### config.mk
export PLATFORM = sky130hd
export DESIGN_NAME = snp_cache_ctrl
export DESIGN_NICKNAME = d
export VERILOG_FILES = /design/src/rtl/snp_pkg.sv /design/src/rtl/snp_dir.sv /design/src/rtl/snp_resp.sv /design/src/rtl/snp_cpu_fsm.sv /design/src/rtl/snp_cache_ctrl.sv
export SDC_FILE = /design/constraint.sdc
export NUM_CORES = 1
export LEC_CHECK = 0
export ABC_AREA = 0
export BUFFER_PORTS_ARGS = -buffer_cell sky130_fd_sc_hd__buf_2
export CAP_MARGIN = 15
export CORE_MARGIN = 3
export CORE_UTILIZATION = 50
export DETAILED_ROUTE_END_ITERATION = 16
export GPL_TIMING_DRIVEN = 1
export PLACE_DENSITY_LB_ADDON = 0.08
export RECOVER_POWER = 50
export SYNTH_ARGS = -nofsm -noshare
export SYNTH_HDL_FRONTEND = slang
export SYNTH_SLANG_ARGS = --single-unit
### constraint.sdc
create_clock -name clk_i -period 4 [get_ports clk_i]
set_input_delay 0.2 -clock clk_i [delete_from_list [all_inputs] [get_ports clk_i]]
set_output_delay 0.2 -clock clk_i [all_outputs]
set_load 0.02 [all_outputs]
### src/rtl/snp_pkg.sv
package snp_pkg;
  typedef enum logic [1:0] {
    LN_INV = 2'd0,
    LN_CLN = 2'd1,
    LN_DRT = 2'd2
  } line_st_e;

  typedef enum logic [1:0] {
    BC_RD  = 2'd0,
    BC_RDX = 2'd1,
    BC_INV = 2'd2,
    BC_WB  = 2'd3
  } bus_cmd_e;
endpackage

### src/rtl/snp_dir.sv
module snp_dir
  import snp_pkg::*;
#(
  parameter int IDX_W  = 3,
  parameter int TAG_W  = 5,
  parameter int DATA_W = 8
) (
  input  logic              clk_i,
  input  logic              rst_ni,
  input  logic [IDX_W-1:0]  cpu_idx_i,
  output logic [TAG_W-1:0]  cpu_tag_o,
  output line_st_e          cpu_st_o,
  output logic [DATA_W-1:0] cpu_dat_o,
  input  logic [IDX_W-1:0]  snp_idx_i,
  output logic [TAG_W-1:0]  snp_tag_o,
  output line_st_e          snp_st_o,
  output logic [DATA_W-1:0] snp_dat_o,
  input  logic              snp_upd_i,
  input  line_st_e          snp_st_new_i,
  input  logic              wr_en_i,
  input  logic [TAG_W-1:0]  wr_tag_i,
  input  line_st_e          wr_st_i,
  input  logic [DATA_W-1:0] wr_dat_i,
  input  logic              cnd_en_i,
  input  logic [TAG_W-1:0]  cnd_tag_i,
  input  line_st_e          cnd_from_i,
  input  line_st_e          cnd_to_i
);
  localparam int LINES = 1 << IDX_W;

  logic [TAG_W-1:0]  tag_a [LINES];
  line_st_e          st_a  [LINES];
  logic [DATA_W-1:0] dat_a [LINES];

  for (genvar g = 0; g < LINES; g++) begin : g_line
    localparam logic [IDX_W-1:0] MY_IDX = IDX_W'(g);
    logic [TAG_W-1:0]  tag_q;
    logic [DATA_W-1:0] dat_q;
    line_st_e          st_q;
    line_st_e          st_snp;
    logic              cpu_sel;
    logic              cnd_hit;

    assign cpu_sel = (cpu_idx_i == MY_IDX);
    // snoop effect first, processor action applied on top
    always_comb st_snp = (snp_upd_i && snp_idx_i == MY_IDX) ? snp_st_new_i : st_q;
    assign cnd_hit = cnd_en_i && cpu_sel && (st_snp == cnd_from_i) && (tag_q == cnd_tag_i);

    always_ff @(posedge clk_i or negedge rst_ni) begin
      if (!rst_ni) begin
        tag_q <= '0;
        dat_q <= '0;
        st_q  <= LN_INV;
      end else if (wr_en_i && cpu_sel) begin
        tag_q <= wr_tag_i;
        dat_q <= wr_dat_i;
        st_q  <= wr_st_i;
      end else if (cnd_hit) begin
        st_q  <= cnd_to_i;
      end else begin
        st_q  <= st_snp;
      end
    end

    assign tag_a[g] = tag_q;
    assign st_a[g]  = st_q;
    assign dat_a[g] = dat_q;
  end

  assign cpu_tag_o = tag_a[cpu_idx_i];
  assign cpu_st_o  = st_a[cpu_idx_i];
  assign cpu_dat_o = dat_a[cpu_idx_i];
  assign snp_tag_o = tag_a[snp_idx_i];
  assign snp_st_o  = st_a[snp_idx_i];
  assign snp_dat_o = dat_a[snp_idx_i];
endmodule

### src/rtl/snp_resp.sv
module snp_resp
  import snp_pkg::*;
#(
  parameter int TAG_W  = 5,
  parameter int DATA_W = 8
) (
  input  logic              clk_i,
  input  logic              rst_ni,
  input  logic              snp_valid_i,
  input  bus_cmd_e          snp_cmd_i,
  input  logic [TAG_W-1:0]  snp_tag_i,
  input  logic [TAG_W-1:0]  line_tag_i,
  input  line_st_e          line_st_i,
  input  logic [DATA_W-1:0] line_dat_i,
  output logic              upd_o,
  output line_st_e          st_new_o,
  output logic              hit_o,
  output logic              supply_o,
  output logic [DATA_W-1:0] data_o
);
  logic match, give;

  always_comb begin
    match    = snp_valid_i && (line_st_i != LN_INV) && (line_tag_i == snp_tag_i)
               && (snp_cmd_i != BC_WB);
    give     = 1'b0;
    st_new_o = line_st_i;
    unique case (snp_cmd_i)
      BC_RD: begin
        give     = (line_st_i == LN_DRT);
        st_new_o = (line_st_i == LN_DRT) ? LN_CLN : line_st_i;
      end
      BC_RDX: begin
        give     = (line_st_i == LN_DRT);
        st_new_o = LN_INV;
      end
      BC_INV:  st_new_o = LN_INV;
      default: st_new_o = line_st_i;
    endcase
  end

  assign upd_o = match;

  always_ff @(posedge clk_i or negedge rst_ni) begin
    if (!rst_ni) begin
      hit_o    <= 1'b0;
      supply_o <= 1'b0;
      data_o   <= '0;
    end else begin
      hit_o    <= match;
      supply_o <= match && give;
      data_o   <= (match && give) ? line_dat_i : '0;
    end
  end
endmodule

### src/rtl/snp_cpu_fsm.sv
module snp_cpu_fsm
  import snp_pkg::*;
#(
  parameter int ADDR_W = 8,
  parameter int IDX_W  = 3,
  parameter int DATA_W = 8,
  localparam int TAG_W = ADDR_W - IDX_W
) (
  input  logic              clk_i,
  input  logic              rst_ni,
  input  logic              cpu_req_i,
  input  logic              cpu_we_i,
  input  logic [ADDR_W-1:0] cpu_addr_i,
  input  logic [DATA_W-1:0] cpu_wdata_i,
  output logic              cpu_ready_o,
  output logic [DATA_W-1:0] cpu_rdata_o,
  input  logic [TAG_W-1:0]  line_tag_i,
  input  line_st_e          line_st_i,
  input  logic [DATA_W-1:0] line_dat_i,
  input  logic              snp_valid_i,
  input  logic [IDX_W-1:0]  snp_idx_i,
  output logic              bus_req_o,
  output bus_cmd_e          bus_cmd_o,
  output logic [ADDR_W-1:0] bus_addr_o,
  output logic [DATA_W-1:0] bus_wdata_o,
  input  logic              bus_ack_i,
  input  logic [DATA_W-1:0] bus_rdata_i,
  output logic              wr_en_o,
  output logic [TAG_W-1:0]  wr_tag_o,
  output line_st_e          wr_st_o,
  output logic [DATA_W-1:0] wr_dat_o,
  output logic              cnd_en_o,
  output logic [TAG_W-1:0]  cnd_tag_o,
  output line_st_e          cnd_from_o,
  output line_st_e          cnd_to_o
);
  typedef enum logic [1:0] {F_IDLE, F_WB, F_FILL, F_UPG} fsm_e;

  fsm_e st_q, st_d;
  logic [IDX_W-1:0] cpu_idx;
  logic [TAG_W-1:0] cpu_tag;
  logic hit, blocked;

  assign cpu_idx = cpu_addr_i[IDX_W-1:0];
  assign cpu_tag = cpu_addr_i[ADDR_W-1:IDX_W];
  assign hit     = (line_st_i != LN_INV) && (line_tag_i == cpu_tag);
  assign blocked = snp_valid_i && (snp_idx_i == cpu_idx);
  assign cpu_rdata_o = line_dat_i;

  always_comb begin
    st_d        = st_q;
    cpu_ready_o = 1'b0;
    bus_req_o   = 1'b0;
    bus_cmd_o   = BC_RD;
    bus_addr_o  = cpu_addr_i;
    bus_wdata_o = '0;
    wr_en_o     = 1'b0;
    wr_tag_o    = cpu_tag;
    wr_st_o     = LN_DRT;
    wr_dat_o    = cpu_wdata_i;
    cnd_en_o    = 1'b0;
    cnd_tag_o   = cpu_tag;
    cnd_from_o  = LN_DRT;
    cnd_to_o    = LN_CLN;
    unique case (st_q)
      F_IDLE: begin
        if (cpu_req_i && !blocked) begin
          if (hit && !cpu_we_i) begin
            cpu_ready_o = 1'b1;
          end else if (hit && line_st_i == LN_DRT) begin
            cpu_ready_o = 1'b1;
            wr_en_o     = 1'b1;
          end else if (hit) begin
            st_d = F_UPG;
          end else if (line_st_i == LN_DRT) begin
            st_d = F_WB;
          end else begin
            st_d = F_FILL;
          end
        end
      end
      F_WB: begin
        // withdraw if a snoop already took the dirty copy
        if (line_st_i == LN_DRT) begin
          bus_req_o   = 1'b1;
          bus_cmd_o   = BC_WB;
          bus_addr_o  = {line_tag_i, cpu_idx};
          bus_wdata_o = line_dat_i;
          if (bus_ack_i) begin
            cnd_en_o  = 1'b1;
            cnd_tag_o = line_tag_i;
            st_d      = F_FILL;
          end
        end else begin
          st_d = F_FILL;
        end
      end
      F_FILL: begin
        bus_req_o = 1'b1;
        bus_cmd_o = cpu_we_i ? BC_RDX : BC_RD;
        if (bus_ack_i) begin
          wr_en_o  = 1'b1;
          wr_st_o  = cpu_we_i ? LN_DRT : LN_CLN;
          wr_dat_o = cpu_we_i ? cpu_wdata_i : bus_rdata_i;
          st_d     = F_IDLE;
        end
      end
      F_UPG: begin
        // upgrade only while the clean copy survives; else retry as a miss
        if (line_st_i == LN_CLN && line_tag_i == cpu_tag) begin
          bus_req_o = 1'b1;
          bus_cmd_o = BC_INV;
          if (bus_ack_i) begin
            cnd_en_o   = 1'b1;
            cnd_from_o = LN_CLN;
            cnd_to_o   = LN_DRT;
            st_d       = F_IDLE;
          end
        end else begin
          st_d = F_IDLE;
        end
      end
      default: st_d = F_IDLE;
    endcase
  end

  always_ff @(posedge clk_i or negedge rst_ni) begin
    if (!rst_ni) st_q <= F_IDLE;
    else         st_q <= st_d;
  end
endmodule

### src/rtl/snp_cache_ctrl.sv
module snp_cache_ctrl
  import snp_pkg::*;
#(
  parameter int ADDR_W = 8,
  parameter int IDX_W  = 3,
  parameter int DATA_W = 8
) (
  input  logic              clk_i,
  input  logic              rst_ni,
  input  logic              cpu_req_i,
  input  logic              cpu_we_i,
  input  logic [ADDR_W-1:0] cpu_addr_i,
  input  logic [DATA_W-1:0] cpu_wdata_i,
  output logic              cpu_ready_o,
  output logic [DATA_W-1:0] cpu_rdata_o,
  output logic              bus_req_o,
  output logic [1:0]        bus_cmd_o,
  output logic [ADDR_W-1:0] bus_addr_o,
  output logic [DATA_W-1:0] bus_wdata_o,
  input  logic              bus_ack_i,
  input  logic [DATA_W-1:0] bus_rdata_i,
  input  logic              snp_valid_i,
  input  logic [1:0]        snp_cmd_i,
  input  logic [ADDR_W-1:0] snp_addr_i,
  output logic              snp_hit_o,
  output logic              snp_supply_o,
  output logic [DATA_W-1:0] snp_data_o
);
  localparam int TAG_W = ADDR_W - IDX_W;

  logic [TAG_W-1:0]  c_tag, s_tag, wr_tag, cnd_tag;
  logic [DATA_W-1:0] c_dat, s_dat, wr_dat;
  line_st_e          c_st, s_st, s_new, wr_st, cnd_from, cnd_to;
  logic              s_upd, wr_en, cnd_en;
  bus_cmd_e          cmd;

  assign bus_cmd_o = cmd;

  snp_dir #(.IDX_W(IDX_W), .TAG_W(TAG_W), .DATA_W(DATA_W)) u_dir (
    .clk_i        (clk_i),
    .rst_ni       (rst_ni),
    .cpu_idx_i    (cpu_addr_i[IDX_W-1:0]),
    .cpu_tag_o    (c_tag),
    .cpu_st_o     (c_st),
    .cpu_dat_o    (c_dat),
    .snp_idx_i    (snp_addr_i[IDX_W-1:0]),
    .snp_tag_o    (s_tag),
    .snp_st_o     (s_st),
    .snp_dat_o    (s_dat),
    .snp_upd_i    (s_upd),
    .snp_st_new_i (s_new),
    .wr_en_i      (wr_en),
    .wr_tag_i     (wr_tag),
    .wr_st_i      (wr_st),
    .wr_dat_i     (wr_dat),
    .cnd_en_i     (cnd_en),
    .cnd_tag_i    (cnd_tag),
    .cnd_from_i   (cnd_from),
    .cnd_to_i     (cnd_to)
  );

  snp_resp #(.TAG_W(TAG_W), .DATA_W(DATA_W)) u_resp (
    .clk_i       (clk_i),
    .rst_ni      (rst_ni),
    .snp_valid_i (snp_valid_i),
    .snp_cmd_i   (bus_cmd_e'(snp_cmd_i)),
    .snp_tag_i   (snp_addr_i[ADDR_W-1:IDX_W]),
    .line_tag_i  (s_tag),
    .line_st_i   (s_st),
    .line_dat_i  (s_dat),
    .upd_o       (s_upd),
    .st_new_o    (s_new),
    .hit_o       (snp_hit_o),
    .supply_o    (snp_supply_o),
    .data_o      (snp_data_o)
  );

  snp_cpu_fsm #(.ADDR_W(ADDR_W), .IDX_W(IDX_W), .DATA_W(DATA_W)) u_fsm (
    .clk_i       (clk_i),
    .rst_ni      (rst_ni),
    .cpu_req_i   (cpu_req_i),
    .cpu_we_i    (cpu_we_i),
    .cpu_addr_i  (cpu_addr_i),
    .cpu_wdata_i (cpu_wdata_i),
    .cpu_ready_o (cpu_ready_o),
    .cpu_rdata_o (cpu_rdata_o),
    .line_tag_i  (c_tag),
    .line_st_i   (c_st),
    .line_dat_i  (c_dat),
    .snp_valid_i (snp_valid_i),
    .snp_idx_i   (snp_addr_i[IDX_W-1:0]),
    .bus_req_o   (bus_req_o),
    .bus_cmd_o   (cmd),
    .bus_addr_o  (bus_addr_o),
    .bus_wdata_o (bus_wdata_o),
    .bus_ack_i   (bus_ack_i),
    .bus_rdata_i (bus_rdata_i),
    .wr_en_o     (wr_en),
    .wr_tag_o    (wr_tag),
    .wr_st_o     (wr_st),
    .wr_dat_o    (wr_dat),
    .cnd_en_o    (cnd_en),
    .cnd_tag_o   (cnd_tag),
    .cnd_from_o  (cnd_from),
    .cnd_to_o    (cnd_to)
  );
endmodule

==> run metrics <==
chip width=142.2 um; Synthesis Warnings=0; ys async rst share=1.000; Worst Max-Slew Pin Slew=2.314 ns; Clock Pin Slew Worst Setup and Hold Paths=0.07 ns; critical path launch point type=input port; 1st-pass router iterations=5; CTS tree=yes; Min Hold Slack=0.1056 ns; Area Growth Syn to Fin=14.33%; num rows=49; worst-case vdd ir drop=0.3693 mV; Vias/cell=6.461; placed cell area=10060 um^2; commonest cells after routing, fill and taps aside=132 x dfrtp_1, 87 x nand2_1, 74 x nor2_1, 61 x buf_2; Die Area=20210 um^2; crit-path cells=clkbuf_1, or2b_1, o32ai_1, o31ai_2, nor2_1, buf_4, a21oi_1, o221ai_1, nor4_1, buf_4, mux2_2, and3_1; DR DRC count=0; arrival time at the worst endpoint=4.00 ns; crit share post-route=0.9201; pin count of the biggest net entering global routing=87; crit path time final=3.680 ns; cts repair resizes=0; Rel. slew slack=-0.5427; Core Box Area=18090 um^2; post-CTS setup buffer count=0; final-report max-slew violation count=87; CTS Hold Buffers Added=1; area share of the leading cell type in the synthesized netlist=0.3563; crit path max fanout=12; CTS sink cnt=132; status=finished, violations left; Synth area leader=dfrtp_1; most common cell after layout, fill and taps aside=dfrtp_1; gr ovfl total=0; EDFF count, synth=0; Antenna diodes=0; share of post-route cells with drive strength above 1=0.2656; GRT Total Usage=0.3094; most used cell, CP=buf_4; Req. time, crit path=4.32 ns; slowest stage delay, CP=0.61 ns; hold violation count in the final report=0; number of max-cap violations=1; slowest cell on the critical path=o31ai_2; Hold Crit Class=in -> reg; sum of negative setup slack=0 ns; Post-Route Skew=0.02353 ns; pre-CTS setup slack=0.1226 ns; Mapped Area=9270 um^2; # IOs=78; H-Tree Depth=4; initial DRC count=936; die span in y=142.2 um; Wirelength per Cell=24.15 um; RSZ-0062 raised after global routing=no; IO buf count=77; Seq. cell area=3303 um^2; Setup-failing EPs final=0; clock insertion delay at the later pin of the skew report=0.44 ns; Setup Crit Path Kind=in -> reg; starting density of the core=0.5126; Mapped Nets=980; failing checks=capacitance limit, slew limit; root buffer cell=clkbuf_16; post-route antenna net violation count=0; Filler cells=1583; Core Util, Final=0.5860; number of synthesized register bits=132; Mapped Cells=940; Main synth FF type=dfrtp_1; CP endpoint kind=register; maximum buffer depth of the clock tree=2; synth top area cells=dfrtp_1 36%, mux4_2 9.7%, mux2i_1 6.3%, mux2_2 5.5%, nand2_1 3.5%; crit path buf inv count=3; PnR worst setup slack=0.3196 ns; via count=8218; gp weighted congestion=0.9824; Netlist cell types=84; vias in the first global route=7911; post-synthesis sequential area ratio=0.3563; antenna violations before repair=0; maximum clock rate=271.7 MHz; pwr dens=642.3 nW/um^2; post-detail-place hpwl=21830 um; global-route wire length before repair=47190 um; cell area after layout=10600 um^2; Lkg Pwr=4.519 nW; average size of a mapped cell=9.862 um^2; area occupied by multi-input gates=5519 um^2; cell family contributing the most delay on the critical path=compound AO/OA/AOI/OAI gates; final WL=30720 um; Nets=1070; total CTS buffers=17
## path summary, 6_finish.rpt
kind,from,to,slack [ns],cells after the start
worst max-delay path,cpu_addr_i[0],u_dir.g_line[0].st_q[1]$_DFF_PN0_,0.32,12
worst min-delay path,bus_ack_i,u_fsm.st_q[0]$_DFFE_PN0P_,0.11,2
worst max register to register,u_dir.g_line[2].tag_q[2]$_DFFE_PN0P_,u_dir.g_line[6].tag_q[1]$_DFFE_PN0P_,0.38,8
worst min register to register,u_dir.g_line[2].dat_q[0]$_DFFE_PN0P_,u_dir.g_line[2].dat_q[0]$_DFFE_PN0P_,0.51,2
max in group asynchronous,rst_ni,u_dir.g_line[5].dat_q[5]$_DFFE_PN0P_,1.23,3
min in group asynchronous,rst_ni,u_dir.g_line[4].st_q[0]$_DFF_PN0_,0.97,2
## per-stage QoR
| step | power, mW | cells |
|---|---|---|
| after floorplan | 4.331 | 940 |
| after global placement | 5.175 | 1239 |
| after detailed placement | 5.224 | 1239 |
| after CTS | 6.779 | 1272 |
| after global routing | 7.201 | 1272 |
| final | 6.808 | 1272 |
## routing by layer
| layer | vias to the layer above | GRT usage | routed length (um) |
|---|---|---|---|
| met5 | - | 0 | 0 |
| met4 | 0 | 0.1071 | 903 |
| met3 | 68 | 0.05242 | 2589 |
| met2 | 397 | 0.4643 | 13900 |
| met1 | 4023 | 0.4555 | 13320 |
| li1 | 3730 | - | - |
## flip-flops by register name (all words and copies together) (netlist names)
register	flops
u_resp.data_o	8
u_fsm.st_q	2
u_dir.g_line.tag_q	40
u_resp.hit_o	1
u_dir.g_line.st_q	16
u_resp.supply_o	1
u_dir.g_line.dat_q	64
## cell families after synthesis
kind of cell,Yosys count,synth area share
AOI/OAI and AO/OA,246,0.1765
muxes,151,0.2254
and+or+nand+nor,296,0.1678
xor gates and xnor gates,25,0.02362
DFF,132,0.3563
buffers and inverters,90,0.05034
## Yosys cell counts (all sizes together) (10+ instances only)
| cell | count |
|---|---|
| o22ai | 15 |
| xnor2 | 15 |
| clkbuf | 27 |
| nand3 | 20 |
| nand2 | 88 |
| o21ai | 74 |
| inv | 20 |
| nor2 | 75 |
| and2 | 15 |
| mux2i | 58 |
| mux2 | 53 |
| nor4 | 12 |
| nor3 | 19 |
| a21oi | 60 |
| mux4 | 40 |
| a22oi | 10 |
| xor2 | 10 |
| dfrtp | 132 |
| buf | 43 |
## power by group
group | leakage (nW) | internal [mW] | switching, mW | total [mW]
Combinational | 2.63 | 1.31 | 1.40 | 2.71
Sequential | 1.62 | 1.91 | 0.647 | 2.56
Clock | 0.269 | 0.820 | 0.715 | 1.53
Total | 4.52 | 4.05 | 2.76 | 6.81
## layout make-up
| class | instances | share of cell area |
|---|---|---|
| Clock buffer | 17 | 0.04014 |
| Tap cell | 229 | 0.02703 |
| Timing Repair Buffer | 141 | 0.08075 |
| Multi-Input combinational cell | 718 | 0.5207 |
| Clock inverter | 15 | 0.01263 |
| Sequential cell | 132 | 0.3117 |
| Inverter | 20 | 0.007083 |
Power figures use the tool's default switching activity.
